**src/rtl/adc_seq_pkg.sv**
```systemverilog
package adc_seq_pkg;
  typedef enum logic [1:0] {
    ST_IDLE    = 2'd0,
    ST_SAMPLE  = 2'd1,
    ST_CONVERT = 2'd2
  } seqState_t;

  typedef enum logic [1:0] {
    TRIG_SOFT     = 2'd0,
    TRIG_EXT      = 2'd1,
    TRIG_TIMER    = 2'd2,
    TRIG_SOFT_ALT = 2'd3
  } trigSrc_t;

  // strobes from the sequencing control to the datapath
  typedef struct packed {
    logic clear;      // module disabled: drop pointers
    logic convStart;  // sampling ends, channel latched
    logic commit;     // converter result is written
  } seqStrobe_t;
endpackage

```
**src/rtl/adc_conv_stub.sv**
```systemverilog
module adc_conv_stub #(
  parameter int NUM_CH   = 16,
  parameter int RES_W    = 10,
  parameter int CONV_LAT = 4,
  localparam int CH_W    = $clog2(NUM_CH),
  localparam int CNT_W   = $clog2(CONV_LAT + 1)
) (
  input  logic                    clk,
  input  logic                    rstN,
  input  logic                    start,
  input  logic                    abort,
  input  logic [CH_W-1:0]         chan,
  input  logic [NUM_CH*RES_W-1:0] anaIn,
  output logic                    done,
  output logic [RES_W-1:0]        data
);
  logic [CNT_W-1:0] cnt;

  always_ff @(posedge clk or negedge rstN) begin
    if (!rstN) begin
      cnt  <= '0;
      data <= '0;
    end else if (abort) begin
      cnt <= '0;
    end else if (start) begin
      cnt  <= CNT_W'(CONV_LAT);
      data <= anaIn[int'(chan)*RES_W +: RES_W];
    end else if (cnt != '0) begin
      cnt <= cnt - 1'b1;
    end
  end

  assign done = (cnt == CNT_W'(1));
endmodule

```
**src/rtl/adc_seq_fsm.sv**
```systemverilog
module adc_seq_fsm
  import adc_seq_pkg::*;
(
  input  logic       clk,
  input  logic       rstN,
  input  logic       enable,
  input  logic       autoSample,
  input  logic       sampleReq,
  input  logic       convReq,
  input  logic [1:0] trigSel,
  input  logic       extTrig,
  input  logic       timerTrig,
  input  logic       stubDone,
  output seqStrobe_t strobe,
  output logic       sampling,
  output logic       converting
);
  seqState_t state, stateNext;
  logic endHit;

  always_comb begin
    case (trigSrc_t'(trigSel))
      TRIG_EXT:   endHit = extTrig;
      TRIG_TIMER: endHit = timerTrig;
      default:    endHit = convReq;
    endcase
  end

  always_comb begin
    stateNext        = state;
    strobe           = '0;
    strobe.clear     = !enable;
    if (!enable) begin
      stateNext = ST_IDLE;
    end else begin
      case (state)
        ST_IDLE:
          if (autoSample || sampleReq) stateNext = ST_SAMPLE;
        ST_SAMPLE:
          if (endHit) begin
            strobe.convStart = 1'b1;
            stateNext        = ST_CONVERT;
          end
        ST_CONVERT:
          if (stubDone) begin
            strobe.commit = 1'b1;
            stateNext     = autoSample ? ST_SAMPLE : ST_IDLE;
          end
        default: stateNext = ST_IDLE;
      endcase
    end
  end

  always_ff @(posedge clk or negedge rstN) begin
    if (!rstN) state <= ST_IDLE;
    else       state <= stateNext;
  end

  assign sampling   = (state == ST_SAMPLE);
  assign converting = (state == ST_CONVERT);
endmodule

```
**src/rtl/adc_seq_datapath.sv**
```systemverilog
module adc_seq_datapath
  import adc_seq_pkg::*;
#(
  parameter int NUM_CH    = 16,
  parameter int RES_W     = 10,
  parameter int BUF_DEPTH = 16,
  localparam int CH_W     = $clog2(NUM_CH),
  localparam int BUF_AW   = $clog2(BUF_DEPTH),
  localparam int HALF     = BUF_DEPTH / 2
) (
  input  logic              clk,
  input  logic              rstN,
  input  seqStrobe_t        strobe,
  input  logic              scanEn,
  input  logic              altEn,
  input  logic [NUM_CH-1:0] scanMask,
  input  logic [CH_W-1:0]   priChan,
  input  logic [CH_W-1:0]   altChan,
  input  logic [BUF_AW-1:0] countSel,
  input  logic              dualBuf,
  input  logic              irqClr,
  input  logic [RES_W-1:0]  convData,
  input  logic [BUF_AW-1:0] rdAddr,
  output logic [CH_W-1:0]   curChan,
  output logic [RES_W-1:0]  rdData,
  output logic              irqFlag,
  output logic              convDone,
  output logic [CH_W-1:0]   convChan,
  output logic              halfSel
);
  logic [CH_W-1:0]   scanPtr, scanPick, chanQ, nextPtr;
  logic              altPhase, altQ, half, irqQ, doneQ, atLast;
  logic [BUF_AW-1:0] bufPtr, lastIdx, wrAddr;
  logic [RES_W-1:0]  resultMem [BUF_DEPTH];

  // first selected channel at or above the scan position, channel 0 if none
  function automatic logic [CH_W-1:0] pickScan(input logic [NUM_CH-1:0] m,
                                               input logic [CH_W-1:0] p);
    logic [CH_W-1:0] r;
    logic            found;
    logic [CH_W-1:0] c;
    r     = '0;
    found = 1'b0;
    for (int i = 0; i < NUM_CH; i++) begin
      c = CH_W'((int'(p) + i) % NUM_CH);
      if (!found && m[c]) begin
        r     = c;
        found = 1'b1;
      end
    end
    return r;
  endfunction

  assign scanPick = pickScan(scanMask, scanPtr);
  assign curChan  = (altEn && altPhase) ? altChan : (scanEn ? scanPick : priChan);
  assign nextPtr  = (chanQ == CH_W'(NUM_CH - 1)) ? '0 : chanQ + 1'b1;
  assign lastIdx  = dualBuf ? (countSel & BUF_AW'(HALF - 1)) : countSel;
  assign atLast   = (bufPtr == lastIdx);
  assign wrAddr   = (dualBuf && half) ? bufPtr + BUF_AW'(HALF) : bufPtr;

  always_ff @(posedge clk or negedge rstN) begin
    if (!rstN) begin
      scanPtr  <= '0;
      altPhase <= 1'b0;
      bufPtr   <= '0;
      half     <= 1'b0;
      irqQ     <= 1'b0;
      doneQ    <= 1'b0;
      chanQ    <= '0;
      altQ     <= 1'b0;
    end else begin
      doneQ <= strobe.commit;
      if (irqClr) irqQ <= 1'b0;
      if (strobe.clear) begin
        scanPtr  <= '0;
        altPhase <= 1'b0;
        bufPtr   <= '0;
        half     <= 1'b0;
      end else begin
        if (strobe.convStart) begin
          chanQ <= curChan;
          altQ  <= altEn && altPhase;
        end
        if (strobe.commit) begin
          if (atLast) begin
            bufPtr   <= '0;
            scanPtr  <= '0;
            altPhase <= 1'b0;
            irqQ     <= 1'b1;
            half     <= dualBuf ? !half : 1'b0;
          end else begin
            bufPtr   <= bufPtr + 1'b1;
            altPhase <= altEn && !altQ;
            if (scanEn && !altQ) scanPtr <= nextPtr;
          end
        end
      end
    end
  end

  always_ff @(posedge clk) begin
    if (strobe.commit) resultMem[wrAddr] <= convData;
  end

  assign rdData   = resultMem[rdAddr];
  assign irqFlag  = irqQ;
  assign convDone = doneQ;
  assign convChan = chanQ;
  assign halfSel  = half;
endmodule

```
**src/rtl/adc_seq_ctrl.sv**
```systemverilog
module adc_seq_ctrl
  import adc_seq_pkg::*;
#(
  parameter int NUM_CH    = 16,
  parameter int RES_W     = 10,
  parameter int BUF_DEPTH = 16,
  parameter int CONV_LAT  = 4,
  localparam int CH_W     = $clog2(NUM_CH),
  localparam int BUF_AW   = $clog2(BUF_DEPTH)
) (
  input  logic                    clk,
  input  logic                    rstN,
  input  logic                    enable,
  input  logic                    autoSample,
  input  logic                    sampleReq,
  input  logic                    convReq,
  input  logic [1:0]              trigSel,
  input  logic                    extTrig,
  input  logic                    timerTrig,
  input  logic                    scanEn,
  input  logic                    altEn,
  input  logic [NUM_CH-1:0]       scanMask,
  input  logic [CH_W-1:0]         priChan,
  input  logic [CH_W-1:0]         altChan,
  input  logic [BUF_AW-1:0]       countSel,
  input  logic                    dualBuf,
  input  logic                    irqClr,
  input  logic [NUM_CH*RES_W-1:0] anaIn,
  input  logic [BUF_AW-1:0]       rdAddr,
  output logic [RES_W-1:0]        rdData,
  output logic                    sampling,
  output logic                    converting,
  output logic                    convDone,
  output logic [CH_W-1:0]         convChan,
  output logic                    irqFlag,
  output logic                    halfSel
);
  seqStrobe_t       strobe;
  logic             stubDone;
  logic [RES_W-1:0] stubData;
  logic [CH_W-1:0]  curChan;

  adc_seq_fsm u_fsm (
    .clk(clk), .rstN(rstN), .enable(enable), .autoSample(autoSample),
    .sampleReq(sampleReq), .convReq(convReq), .trigSel(trigSel),
    .extTrig(extTrig), .timerTrig(timerTrig), .stubDone(stubDone),
    .strobe(strobe), .sampling(sampling), .converting(converting)
  );

  adc_conv_stub #(.NUM_CH(NUM_CH), .RES_W(RES_W), .CONV_LAT(CONV_LAT)) u_stub (
    .clk(clk), .rstN(rstN), .start(strobe.convStart), .abort(strobe.clear),
    .chan(curChan), .anaIn(anaIn), .done(stubDone), .data(stubData)
  );

  adc_seq_datapath #(.NUM_CH(NUM_CH), .RES_W(RES_W), .BUF_DEPTH(BUF_DEPTH)) u_dp (
    .clk(clk), .rstN(rstN), .strobe(strobe), .scanEn(scanEn), .altEn(altEn),
    .scanMask(scanMask), .priChan(priChan), .altChan(altChan),
    .countSel(countSel), .dualBuf(dualBuf), .irqClr(irqClr),
    .convData(stubData), .rdAddr(rdAddr), .curChan(curChan), .rdData(rdData),
    .irqFlag(irqFlag), .convDone(convDone), .convChan(convChan), .halfSel(halfSel)
  );
endmodule

```
**config.mk**
```make
export PLATFORM = sky130hd
export DESIGN_NAME = adc_seq_ctrl
export DESIGN_NICKNAME = d
export VERILOG_FILES = /design/src/rtl/adc_seq_pkg.sv /design/src/rtl/adc_conv_stub.sv /design/src/rtl/adc_seq_fsm.sv /design/src/rtl/adc_seq_datapath.sv /design/src/rtl/adc_seq_ctrl.sv
export SDC_FILE = /design/constraint.sdc
export NUM_CORES = 1
export LEC_CHECK = 0
export BUFFER_PORTS_ARGS = -buffer_cell sky130_fd_sc_hd__buf_2
export CAP_MARGIN = 40
export CORE_MARGIN = 4
export CORE_UTILIZATION = 35
export DETAILED_ROUTE_END_ITERATION = 7
export SETUP_SLACK_MARGIN = 0.2
export SLEW_MARGIN = 15
export SYNTH_ARGS = -nofsm -noshare
export SYNTH_HDL_FRONTEND = slang
export SYNTH_SLANG_ARGS = --single-unit
```
**constraint.sdc**
```tcl
create_clock -name clk -period 4.6 [get_ports clk]
set_input_delay 0.46 -clock clk [delete_from_list [all_inputs] [get_ports clk]]
set_output_delay 0.46 -clock clk [all_outputs]
set_load 0.01 [all_outputs]
```
# Word-level counts from Yosys, hierarchy flattened
# Memory sizes are Yosys's and may differ from the RTL's.
# Cells that the tools add are included.
# Widths: inputs -> output; s select.
[totals] output_inout_bits=19 reg_bits=32 wordCells=209 ramBits=160 mem_count=1 input_bits=206
[classes] addsub=19 n_mul=1 n_lt_le_gt_ge=16 n_reduce_logical=43 shifts=1 mux=103 n_eq_ne=14
[memory_table] memory="u_dp.resultMem" words=16 width=10 read_ports=1 rd_ports_with_merged_regs=0 wr=1 line_no="adc_seq_datapath.sv:34" rtl="logic [RES_W-1:0] resultMem [BUF_DEPTH];"
[ops] op="$shiftx 160x32->10" count=1
[ops] op="$mux 4" count=28
[ops] op="$lt 4x5->1 const B" count=16
[ops] op="$bmux 1 s4" count=16
[ops] op="$mux 1" count=49
[ops] op="$add 4x4->4 const B" count=9
[ops] op="$logic_and 1x1->1" count=19
[ops] op="$logic_not 1->1" count=17
[ops] op="$add 4x3->4 const B" count=4
[ops] op="$add 4x1->4 const B" count=3
[ops] op="$mux 2" count=5
[ops] op="$mux 3" count=3
[ops] op="$ne 3x2->1 const B" count=3
[ops] op="$add 4x2->4 const B" count=2
[ops] op="$mul 4x3->7 const B" count=1
[ops] op="$ne 3x1->1 const B" count=2
[ops] op="$pmux 2 s3" count=1
[ops] op="$reduce_and 2->1" count=3
[ops] op="$eq 2x1->1 const B" count=2
[ops] op="$eq 2x2->1 const B" count=2
[ops] op="$eq 4x4->1" count=1
[ops] op="$eq 4x4->1 const B" count=1
[ops] op="$ne 2x1->1 const B" count=2
[ops] op="$eq 3x1->1 const B" count=1
[ops] op="other kinds (6)" count=6

# Logic depth before layout (Yosys ltp)
# Gate-level depths: netlist (run 1).
[logic_depth] word_depth=52 mapped_depth=20 depth_no_buf=13

# Modules after synthesis
# A second synthesis (run 1) with hierarchy kept.
[unflattened] hier_cells=892 area_unflattened_um2=11693.7
[modules_own_cells] mod="adc_seq_datapath" n_inst=1 area_each_um2=9598.0 seq_area_each_um2=5230.0 cells_per_inst=646
[modules_own_cells] mod="adc_conv_stub" n_inst=1 area_each_um2=1903.1 seq_area_each_um2=325.3 cells_per_inst=224
[modules_own_cells] mod="adc_seq_fsm" n_inst=1 area_each_um2=192.7 seq_area_each_um2=50.0 cells_per_inst=22

# Least setup slack after synthesis (run 1)
# Ideal clock, no wire load.
[synth_timing] kind="flip-flop to flip-flop" startpoint="register u_dp.scanPtr[1]" endpoint="register u_stub.data[4]" period_less_slack_ps=4675 t_required_ps=4466 n_path_buf=6 setup_ps=134 t_arrival_ps=4541 path_slack_ps=-75 stages_incl_launch_ff=20 cell_sequence="dfrtp_1 > buf_4 > buf_4 > buf_2 > inv_1 > ha_1 > buf_2 > mux4_2 > mux2_2 > mux2i_1 > nor4b_2 > and4_4 > buf_6 > nand4b_1 > nand3_1 > o21a_2 > buf_4 > mux2_2 > a221oi_1 > o211ai_1"
[synth_via] elab_chain_len=52 elab_cells_between_ends=112 classes_between="add/sub (15); mul (1); shift (1); mux (65); reduce/logical (30)"
[synth_lines] item="start: declaration" line_no="adc_seq_datapath.sv:31" rtl="logic [CH_W-1:0] scanPtr, scanPick, chanQ, nextPtr;"
[synth_lines] item="start signal: assignment" line_no="adc_seq_datapath.sv:94" rtl="if (scanEn && !altQ) scanPtr <= nextPtr;"
[synth_lines] item="branches (longest 47 deep; another with $add 4x1->4)"
[synth_lines] item="$mux 4 (*)" line_no="adc_seq_datapath.sv:46" rtl="if (!found && m[c]) begin"
[synth_lines] item="$mux 4 (*) (2 in series)" line_no="adc_seq_datapath.sv:55" rtl="assign curChan = (altEn && altPhase) ? altChan : (scanEn ? scanPick : priChan);"
[synth_lines] item="$mul 4x3->7 (*)" line_no="adc_conv_stub.sv:27" rtl="data <= anaIn[int'(chan)*RES_W +: RES_W];"
[synth_lines] item="$shiftx 160x32->10 (*)" line_no="adc_conv_stub.sv:27"
[synth_lines] item="end signal: assignment" line_no="adc_conv_stub.sv:27"
[synth_lines] item="end: declaration" line_no="adc_conv_stub.sv:15" rtl="output logic [RES_W-1:0] data"
# Every way passes the cells marked *. The select of a mux whose other input is x is not followed.
# A chain may end at the register's enable or synchronous reset.

# Worst setup path after layout (run 1)
[layout_timing] startpoint="register u_dp.scanPtr[1]" endpoint="register u_stub.data[6]"
# The elaborated chain is that of the path after synthesis.

==> reports/results.ini, run 1 <==
[place]
place_ws_ps = -40.6
routabilityCongestion = 0.950
dpl.cell_count = 1611
placed_area_mm2 = 0.0139
io_buffers = 224
dp_hpwl_mm = 28.9

[sta]
whs_ps = 213
fin_ws_ps = 315
finalCriticalPeriod_ps = 4280
worst_pin_slew_ps = 858
fmax_ghz = 0.233
hold_viol_final = 0
setup_viol = 0
relSlewSlack_pct = 42.8
rsz0062_at_grt = false
tns_ps = 0
drv_slew = 0
fin_crit_sh_pct = 93.1
fin_worst_skew_ps = 15.5

[yosys]
yosys.area.top_type = edfxtp_1
ys_seq_area_share_pct = 47.0
synth_top_area_share_pct = 40.3
syn_area_mm2 = 0.0119
syn_nets = 1158
avgSynthCellArea_um2 = 12.7
synth_xor_xnor_area_share_pct = 1.46
muxShareOfSynthArea_pct = 22.3
synthAdderAreaFrac_pct = 1.78
synth_compound_area_share_pct = 13.5
synth_warnings = 0
synth_area_leaders = edfxtp_1, mux4_2, dfrtp_1
synthCells = 935
synth_cell_type_count = 86
ys.flop_type = edfxtp_1
async_flop_share_pct = 16.7
ys_ff_latch = 192
synth_simple_gate_area_share_pct = 9.80
synth_edf_count = 160
synth_top_family_by_area = multiplexers
yosysMostFrequentCell = edfxtp_1
netlist_top_cells_count = edfxtp_1, mux4_2, nand2_1

[power_and_ir_drop]
pwr-share-comb_pct = 55.6
intPower_mw = 5.18
switching_share_pct = 42.6
power_frac_clock_pct = 17.2
finalPower_mw = 9.02
powerDensity_mw_per_mm2 = 603
peakVddDrop_mv = 0.337
seq_power_share_pct = 27.2
power_switching_mw = 3.85
leakage_nw = 5.69

[floorplanning]
pin_count = 225
die_area_mm2 = 0.0371
num_rows = 67
initial_core_util_pct = 35.5
die_x_um = 193
core_area_mm2 = 0.0335
die_height_um = 193

[hold_path]
whs_endpoint = u_dp.irqFlag$_DFF_PN0_
min_path_cells = 2
hold_start = irqClr
min_path_type = in -> reg

[detailed_routing]
wl_per_cell_um = 22.7
routed_wl_mm = 37.9
drt_iter0_markers = 800
antenna_left = 0
vias = 9411
drtPass1Iterations = 5
drcViolationCount = 0
routed_via_density = 5.64

[clock_tree]
clkTransAtPathRegs_ps = 80
clock_latency_ps = 440
cts_sinks = 192
htree_levels = 4
cts_tree = built
cts_buffers = 17
cts_buffer_depth = 2
root_buffer = clkbuf_16

[layout]
fin_nets = 1432
drive_above_1_share_pct = 43.5
design_area_mm2 = 0.0150
regArea_mm2 = 0.00561
fillers = 3143
final_util_pct = 44.6
finalNonFillerCells = 1670
area_growth_pct = 25.6
n_antenna_cell = 0
multi_input_area_mm2 = 0.00601

[critical_path]
r2r-start = u_dp.scanPtr[1]$_DFFE_PN0P_
r2r_cells = 15
ff2ff_setup_slack_ps = 320
cp_max_fo = 22
crit_arrival_ps = 4590
worstPathRequired_ps = 4910
start_kind = flop
cp_common_cell = mux2i_4
end_kind = flop
worst-setup-path-type = reg -> reg
cpPeakStageDelay_ps = 570
crit_family = multiplexers
crit_path_cell_trace = inv_1 > ha_4 > clkbuf_4 > mux4_2 > mux2i_4 > mux2i_4 > nor4b_4 > and4_4 > a41oi_4 > o211a_4 > nor2_8 > buf_6 > mux2_1 > a22oi_1 > o211ai_1
cp_slowest_cell = mux4_2
path_buf_inv = 3
r2r-end = u_stub.data[6]$_DFFE_PN0P_

[run]
maxCapViolations = 0

[global_routing]
use_met3_pct = 3.49
grt_overflow = 0
grt_max_degree = 41
grt_usage_pct = 19.9
grt_first_pass_wirelength_mm = 56.1
grt_pass1_vias = 9360
grt_use_met1_pct = 28.2
met2_usage_pct = 31.6
antenna_found_initial = 0
gr-max-usage-layer = met2

[status]
status = complete, no violations

## cell families after synthesis
kind of cell | Yosys count
mux | 166
xor+xnor | 19
simple gates | 224
buf+inv | 102
fa+ha+maj | 17
compound gates | 215
flops | 192
## state kept, by name (all words and copies together), names as in the netlist
register        cells
u_dp.altPhase       1
u_dp.altQ           1
u_dp.bufPtr         4
u_dp.convChan       4
u_dp.convDone       1
u_dp.halfSel        1
u_dp.irqFlag        1
u_dp.resultMem    160
u_dp.scanPtr        4
u_fsm.state         2
u_stub.cnt          3
u_stub.data        10
## layout make-up
cell class,count,share of cell area [%]
Clock inverter,15,1.41
Tap cell,448,3.74
Timing Repair Buffer,313,13.2
Multi-Input combinational cell,642,40.2
Inverter,43,1.10
Clock buffer,17,2.84
Sequential cell,192,37.5
## layer usage
layer	wire length (µm)	vias to the layer above
li1	-	4290
met1	16700	4647
met2	17900	424
met3	2470	50
met4	787	0
met5	0	-
## worst register-to-register path: cells and delay by family, from the launching register on
| kind | cells | cell delay, ps |
|---|---|---|
| muxes | 4 | 1280 |
| buffers and inverters | 3 | 540 |
| and+or+nand+nor | 3 | 870 |
| adders and majority gates | 1 | 330 |
| AOI/OAI and AO/OA | 4 | 730 |
| DFF | 1 | 410 |
## power groups by stage
stage | logic, mW | registers [mW] | clock network [mW]
final | 5.01 | 2.46 | 1.55
after floorplan | 3.12 | 2.34 | 0
after global routing | 5.34 | 2.49 | 1.66
after CTS | 4.53 | 2.46 | 1.58
after global placement | 4.50 | 2.48 | 0
after detailed placement | 4.44 | 2.50 | 0
## repair_timing
item,4_1_cts,5_1_grt
pin swaps,1,8
hold endpoints to repair,0,2
hold buffers,0,1
buffers inserted,2,18
setup endpoints to repair,10,10
cloned,0,4
gates resized for setup,9,22
## cells in the final DEF, fill, tap and decap left out, types with 6 or more instances in the layout
cell type  count
o221ai_1      11
and2_1         8
nand3_1       15
a211oi_1       8
a31o_2         8
mux2i_1       33
buf_4         70
buf_2        224
mux2_4         8
nor2_1        48
o2111ai_1     13
xor2_1         6
nand2_1       67
inv_1         39
mux4_2        71
a22oi_1       11
nand3b_1       6
a21oi_1       22
xnor2_1       11
and3_1         8
o211ai_1      26
edfxtp_1     160
mux2_2        49
nand4_1        8
clkbuf_16     20
dfrtp_1       30
inv_12         6
nor3_1        13
buf_12         8
nor2b_1        9
a221oi_1      10
nand2b_1       9
a32oi_1       10
o21ai_0       38
ha_1          14
## worst max-delay path by stage
| stage | to | cells past startpoint | start |
|---|---|---|---|
| 3_5_place_dp | u_stub.data[1]$_DFFE_PN0P_ | 14 | u_dp.scanPtr[1]$_DFFE_PN0P_ |
| 6_report | u_stub.data[6]$_DFFE_PN0P_ | 15 | u_dp.scanPtr[1]$_DFFE_PN0P_ |
| 4_1_cts | u_stub.data[1]$_DFFE_PN0P_ | 15 | u_dp.scanPtr[1]$_DFFE_PN0P_ |
| 3_3_place_gp | u_stub.data[1]$_DFFE_PN0P_ | 14 | u_dp.scanPtr[1]$_DFFE_PN0P_ |
| 2_1_floorplan | u_stub.data[6]$_DFFE_PN0P_ | 19 | u_dp.scanPtr[1]$_DFFE_PN0P_ |
| 5_1_grt | u_stub.data[2]$_DFFE_PN0P_ | 15 | u_dp.scanPtr[1]$_DFFE_PN0P_ |
No activity file was read; power rests on OpenSTA's default activity.
==> inputs of run 2 (changes only) <==
--- a/config.mk
+++ b/config.mk
@@ -9,9 +9,11 @@
 export CAP_MARGIN = 40
 export CORE_MARGIN = 4
 export CORE_UTILIZATION = 35
+export CTS_CLUSTER_SIZE = 14
 export DETAILED_ROUTE_END_ITERATION = 7
+export REMOVE_ABC_BUFFERS = 1
 export SETUP_SLACK_MARGIN = 0.2
-export SLEW_MARGIN = 15
+export SLEW_MARGIN = 20
 export SYNTH_ARGS = -nofsm -noshare
 export SYNTH_HDL_FRONTEND = slang
 export SYNTH_SLANG_ARGS = --single-unit
==> run 2 against run 1 <==
Net effect: final area grew 0.95%; sequential power is essentially flat; power grew 1.9%; cell count grew 1.5%; via count grew 0.61%; first-iteration DRC count grew 5.4%; register-to-register slack gained 50 ps; flip-flop and latch count is the same; combinational power grew 3%; critical path depth grew 1; maximum frequency grew 1.2%; critical endpoint is now u_stub.data[1]$_DFFE_PN0P_; largest cell class unchanged; largest power group unchanged.
==> reports/results.ini, run 2 (synthesis gave the netlist of run 1 again) <==
[power_and_ir_drop]
power_frac_clock_pct = 17.2  ; about the same
switching_share_pct = 42.6  ; about the same
leakage_nw = 5.80  ; was 5.69 nW
powerDensity_mw_per_mm2 = 608  ; was 603 mW/mm²
pwr-share-comb_pct = 56.2  ; was 55.6%
power_switching_mw = 3.92  ; was 3.85 mW
finalPower_mw = 9.19  ; was 9.02 mW
intPower_mw = 5.27  ; was 5.18 mW
seq_power_share_pct = 26.6  ; was 27.2%
peakVddDrop_mv = 0.322  ; was 0.337 mV

[place]
io_buffers = 224  ; unchanged
place_ws_ps = -15.7  ; was -40.6 ps
dp_hpwl_mm = 29.0  ; was 28.9 mm
routabilityCongestion = 0.950  ; about the same

[critical_path]
worstPathRequired_ps = 4890  ; was 4910 ps
cp_slowest_cell = mux4_2  ; unchanged
cpPeakStageDelay_ps = 570  ; about the same
cp_max_fo = 20  ; was 22
crit_family = multiplexers  ; unchanged
crit_path_cell_trace = buf_12 > ha_1 > xor2_2 > buf_4 > mux4_2 > mux2_2 > or3_4 > nor2_4 > buf_4 > a41o_1 > a21oi_4 > o21a_4 > buf_12 > mux2_2 > a221oi_2 > o211ai_1  ; was inv_1 > ha_4 > clkbuf_4 > mux4_2 > mux2i_4 > mux2i_4 > nor4b_4 > and4_4 > a41oi_4 > o211a_4 > nor2_8 > buf_6 > mux2_1 > a22oi_1 > o211ai_1
end_kind = flop  ; unchanged
worst-setup-path-type = reg -> reg  ; unchanged
start_kind = flop  ; unchanged
crit_arrival_ps = 4530  ; was 4590 ps
path_buf_inv = 4  ; was 3

[detailed_routing]
drt_iter0_markers = 843  ; was 800
drtPass1Iterations = 5  ; unchanged
routed_wl_mm = 38.2  ; was 37.9 mm
drcViolationCount = 0  ; unchanged
routed_via_density = 5.59  ; was 5.64
antenna_left = 0  ; unchanged
wl_per_cell_um = 22.5  ; was 22.7 µm
vias = 9468  ; was 9411

[floorplanning]
die_height_um = 193  ; unchanged
die_x_um = 193  ; unchanged
pin_count = 225  ; unchanged
core_area_mm2 = 0.0335  ; unchanged
die_area_mm2 = 0.0371  ; unchanged
initial_core_util_pct = 35.5  ; unchanged
num_rows = 67  ; unchanged

[sta]
fmax_ghz = 0.236  ; was 0.233 GHz
fin_worst_skew_ps = 20.8  ; was 15.5 ps
fin_crit_sh_pct = 92.0  ; was 93.1%
rsz0062_at_grt = false  ; unchanged
setup_viol = 0  ; unchanged
finalCriticalPeriod_ps = 4230  ; was 4280 ps
worst_pin_slew_ps = 804  ; was 858 ps
fin_ws_ps = 367  ; was 315 ps
hold_viol_final = 0  ; unchanged
tns_ps = 0  ; unchanged
relSlewSlack_pct = 46.2  ; was 42.8%
drv_slew = 0  ; unchanged

[global_routing]
grt_max_degree = 26  ; was 41
grt_pass1_vias = 9466  ; was 9360
antenna_found_initial = 1  ; was 0
grt_first_pass_wirelength_mm = 56.8  ; was 56.1 mm
grt_usage_pct = 20.2  ; was 19.9%
grt_overflow = 0  ; unchanged

[clock_tree]
clkTransAtPathRegs_ps = 90  ; was 80 ps
cts_buffers = 17  ; unchanged
cts_sinks = 192  ; unchanged
htree_levels = 4  ; unchanged
root_buffer = clkbuf_16  ; unchanged
cts_tree = built  ; unchanged
cts_buffer_depth = 2  ; unchanged
clock_latency_ps = 440  ; about the same

[layout]
mostFrequentLayoutCells = buf_2, edfxtp_1, buf_4  ; was buf_2, edfxtp_1, mux4_2
drive_above_1_share_pct = 44.9  ; was 43.5%
area_growth_pct = 26.8  ; was 25.6%
largest_register_ffs = 160  ; unchanged
fin_nets = 1456  ; was 1432
top_register = u_dp.resultMem  ; unchanged
final_common_cell = buf_2  ; unchanged
reg_top3 = u_dp.resultMem: 160 flops, u_stub.data: 10 flops  ; unchanged

[status]
status = complete, no violations  ; unchanged

[hold_path]
min_path_type = in -> reg  ; unchanged

[run]
maxCapViolations = 0  ; unchanged

run 2: cell types whose count changed in the layout (fill, tap and decap cells not counted), moves of 3 or more:
cell | before | now
a221oi_1 | 10 | 5
a221oi_2 | 3 | 6
ha_4 | 3 | 0
buf_4 | 70 | 98
clkbuf_16 | 20 | 17
run 2: final cells by class:
class	count	area (µm²)
Antenna cell	1	2.50
Multi-Input combinational cell	644	6060
Sequential cell	192	5610
Fill cell	3116	18400
Tap cell	448	561
Clock inverter	15	221
Clock buffer	17	425
Inverter	43	161
Timing Repair Buffer	335	2080
run 2: through the flow:
step / hold slack, ps / util (%) / std cells / cell area, µm²
5_1_grt: 209 / 45.1 / 1694 / 15100
6_report: 215 / 45.1 / 1695 / 15100
3_5_place_dp: 354 / 42.2 / 1652 / 14200
2_1_floorplan: 164 / - / 876 / 11600
4_1_cts: 204 / 44.4 / 1689 / 14900
3_3_place_gp: 483 / 41.8 / 1638 / 14000
run 2: path summary, 6_finish.rpt:
check	startpoint	cells past startpoint	endpoint	slack (ps)
worst min register to register	u_dp.altQ$_DFFE_PN0P_	2	u_dp.altQ$_DFFE_PN0P_	510
worst max-delay path	u_dp.scanPtr[1]$_DFFE_PN0P_	16	u_stub.data[1]$_DFFE_PN0P_	370
worst max register to register	u_dp.scanPtr[1]$_DFFE_PN0P_	16	u_stub.data[1]$_DFFE_PN0P_	370
worst min-delay path	irqClr	2	u_dp.irqFlag$_DFF_PN0_	210
max in group asynchronous	rstN	3	u_fsm.state[0]$_DFFE_PN0P_	3690
min in group asynchronous	rstN	2	u_stub.data[0]$_DFFE_PN0P_	450
run 2: layer usage:
| metal | up-vias | track usage, % | part of all wire (%) |
|---|---|---|---|
| li1 | 4343 | - | - |
| met4 | 2 | 6.99 | 3.0 |
| met5 | - | 0 | 0.031 |
| met2 | 335 | 32.8 | 49 |
| met3 | 67 | 3.00 | 4.7 |
| met1 | 4721 | 27.9 | 43 |
run 2: power by group through the flow:
stage | Combinational [mW] | Clock, mW | Sequential [mW]
after floorplan | 2.73 | 0 | 2.43
final | 5.17 | 1.58 | 2.44
after detailed placement | 4.72 | 0 | 2.48
after global routing | 5.56 | 1.68 | 2.47
after CTS | 4.86 | 1.60 | 2.44
after global placement | 4.76 | 0 | 2.46
run 2: timing repair:
item	CTS	global route
buffers inserted	3	3
pin swaps	3	8
gates resized for setup	11	30
endpoints found under the hold margin	8	0
setup endpoints to repair	10	10
hold buffers	1	0
cloned	1	2
==> inputs of run 3 (changes only) <==
--- a/config.mk
+++ b/config.mk
@@ -7,10 +7,11 @@
 export LEC_CHECK = 0
 export BUFFER_PORTS_ARGS = -buffer_cell sky130_fd_sc_hd__buf_2
 export CAP_MARGIN = 40
-export CORE_MARGIN = 4
+export CORE_MARGIN = 1.5
 export CORE_UTILIZATION = 35
 export CTS_CLUSTER_SIZE = 14
 export DETAILED_ROUTE_END_ITERATION = 7
+export MAX_ROUTING_LAYER = met4
 export REMOVE_ABC_BUFFERS = 1
 export SETUP_SLACK_MARGIN = 0.2
 export SLEW_MARGIN = 20
==> run 3 against run 2 <==
Net effect: clock power about the same; critical path depth increased by 1; non-clock buffer count decreased by 2; combinational power decreased by 1%; cell count decreased by 0.29%; worst setup slack got worse by 36 ps; global-route usage increased by 2.2 points; flip-flop and latch count unchanged; power decreased by 0.56%; sequential share of layout area increased by 0.060 points; core utilization decreased by 0.063 points; clock-buffer cell count unchanged; critical path type unchanged; critical endpoint is now u_stub.data[3]$_DFFE_PN0P_; largest power group unchanged; highest routed layer is now met4.
==> reports/results.ini, run 3 (synthesis gave the netlist of run 1 again) <==
[status]
status = complete, no violations  ; unchanged

[clock_tree]
cts_sinks = 192  ; unchanged
root_buffer = clkbuf_16  ; unchanged
clkTransAtPathRegs_ps = 90  ; about the same
clock_latency_ps = 440  ; about the same
htree_levels = 4  ; unchanged
cts_tree = built  ; unchanged
cts_buffer_depth = 2  ; unchanged
cts_buffers = 17  ; unchanged

[floorplanning]
die_height_um = 188  ; was 193 µm
die_area_mm2 = 0.0352  ; was 0.0371 mm²
num_rows = 67  ; unchanged
die_x_um = 188  ; was 193 µm
core_area_mm2 = 0.0335  ; unchanged
pin_count = 225  ; unchanged
initial_core_util_pct = 35.5  ; unchanged

[layout]
n_antenna_cell = 0  ; was 1
area_growth_pct = 26.6  ; was 26.8%
drive_above_1_share_pct = 44.8  ; was 44.9%
reg_top3 = u_dp.resultMem: 160 flops, u_stub.data: 10 flops  ; unchanged
multi_input_area_mm2 = 0.00600  ; was 0.00606 mm²
fin_nets = 1452  ; was 1456
finalNonFillerCells = 1690  ; was 1695
regArea_mm2 = 0.00561  ; about the same
top_register = u_dp.resultMem  ; unchanged
fillers = 3123  ; was 3116
mostFrequentLayoutCells = buf_2, edfxtp_1, buf_4  ; unchanged
final_common_cell = buf_2  ; unchanged
largest_register_ffs = 160  ; unchanged

[critical_path]
worst-setup-path-type = reg -> reg  ; unchanged
start_kind = flop  ; unchanged
cp_max_fo = 14  ; was 20
crit_arrival_ps = 4580  ; was 4530 ps
end_kind = flop  ; unchanged
worstPathRequired_ps = 4910  ; was 4890 ps

[power_and_ir_drop]
seq_power_share_pct = 26.7  ; was 26.6%
switching_share_pct = 42.5  ; was 42.6%
peakVddDrop_mv = 0.303  ; was 0.322 mV
powerDensity_mw_per_mm2 = 606  ; was 608 mW/mm²
intPower_mw = 5.26  ; was 5.27 mW
pwr-share-comb_pct = 56.0  ; was 56.2%
power_frac_clock_pct = 17.3  ; was 17.2%
leakage_nw = 5.78  ; was 5.80 nW
power_switching_mw = 3.88  ; was 3.92 mW

[detailed_routing]
drtPass1Iterations = 6  ; was 5
routed_wl_mm = 38.3  ; was 38.2 mm
antenna_left = 0  ; unchanged
drcViolationCount = 0  ; unchanged
routed_via_density = 5.66  ; was 5.59
wl_per_cell_um = 22.6  ; was 22.5 µm
drt_iter0_markers = 886  ; was 843
vias = 9567  ; was 9468

[global_routing]
grt_usage_pct = 22.4  ; was 20.2%
grt_overflow = 0  ; unchanged
grt_first_pass_wirelength_mm = 58.7  ; was 56.8 mm
grt_max_degree = 31  ; was 26
antenna_found_initial = 0  ; was 1
grt_pass1_vias = 9536  ; was 9466

[sta]
relSlewSlack_pct = 49.8  ; was 46.2%
finalCriticalPeriod_ps = 4270  ; was 4230 ps
fmax_ghz = 0.234  ; was 0.236 GHz
fin_ws_ps = 331  ; was 367 ps
setup_viol = 0  ; unchanged
worst_pin_slew_ps = 752  ; was 804 ps
hold_viol_final = 0  ; unchanged
fin_crit_sh_pct = 92.8  ; was 92.0%
rsz0062_at_grt = true  ; was false
drv_slew = 0  ; unchanged
fin_worst_skew_ps = 14.9  ; was 20.8 ps

[place]
place_ws_ps = -313  ; was -15.7 ps
routabilityCongestion = 0.946  ; was 0.950
io_buffers = 224  ; unchanged
dpl.cell_count = 1644  ; was 1652
dp_hpwl_mm = 29.2  ; was 29.0 mm

[run]
maxCapViolations = 0  ; unchanged

[hold_path]
min_path_type = in -> reg  ; unchanged

run 3: layer usage:
layer  part of all wire, %  global-route usage [%]
met5                     0                       -
met4                   2.8                    6.06
met3                   4.5                    2.40
met2                    50                    37.3
met1                    43                    29.3
run 3: final timing paths:
kind,slack [ps],cells after the start,start,endpoint
worst max-delay path,330,17,u_dp.scanPtr[1]$_DFFE_PN0P_,u_stub.data[3]$_DFFE_PN0P_
worst min-delay path,200,2,irqClr,u_dp.irqFlag$_DFF_PN0_
worst max register to register,330,17,u_dp.scanPtr[1]$_DFFE_PN0P_,u_stub.data[3]$_DFFE_PN0P_
worst min register to register,510,2,u_dp.altQ$_DFFE_PN0P_,u_dp.altQ$_DFFE_PN0P_
max in group asynchronous,3590,3,rstN,u_dp.scanPtr[1]$_DFFE_PN0P_
min in group asynchronous,520,2,rstN,u_stub.data[4]$_DFFE_PN0P_
run 3: worst max-delay path, stage by stage (launching register included):
cell      delay, ps
dfrtp_2         410
inv_1            90
buf_4           140
ha_1            420
inv_2           160
mux4_2          360
and2_1          280
nor4b_4         360
and4_4          330
buf_4           140
a221o_1         200
o211a_4         250
nor2_8           60
buf_12          150
buf_4           140
mux2_4          290
a22oi_1         230
o211ai_1        120
run 3: final cells by class:
type / count / share of cell area [%]
clock inverters: 15 / 1.47
clock buffers: 17 / 2.82
inverters: 43 / 1.07
flip-flops and latches: 192 / 37.2
repair buffers: 333 / 14.0
multi-input cells: 642 / 39.8
well taps: 448 / 3.71
run 3: repair_timing:
item,in CTS,in global routing
gates resized for setup,11,25
hold buffers,1,0
setup endpoints to repair,10,10
pin swaps,3,6
endpoints found under the hold margin,13,0
gates cloned,1,1
buffers inserted,0,10
run 3: power groups by stage:
stage / clock (mW) / sequential, mW / combinational, mW
2_1_floorplan: 0 / 2.43 / 2.73
3_3_place_gp: 0 / 2.46 / 4.73
3_5_place_dp: 0 / 2.47 / 4.66
4_1_cts: 1.61 / 2.44 / 4.78
5_1_grt: 1.67 / 2.48 / 5.49
6_report: 1.58 / 2.44 / 5.12
run 3: per-stage QoR:
| step | util (%) | power, mW | hold WS [ps] | setup TNS [ps] | instance area, µm² |
|---|---|---|---|---|---|
| floorplan | - | 5.16 | 164 | -11450 | 11600 |
| global placement | 41.5 | 7.19 | 488 | -1830 | 13900 |
| detailed placement | 42.1 | 7.14 | 453 | -1920 | 14100 |
| CTS | 44.2 | 8.82 | 194 | 0 | 14800 |
| global route | 45.0 | 9.64 | 204 | 0 | 15100 |
| finish | 45.0 | 9.14 | 202 | 0 | 15100 |
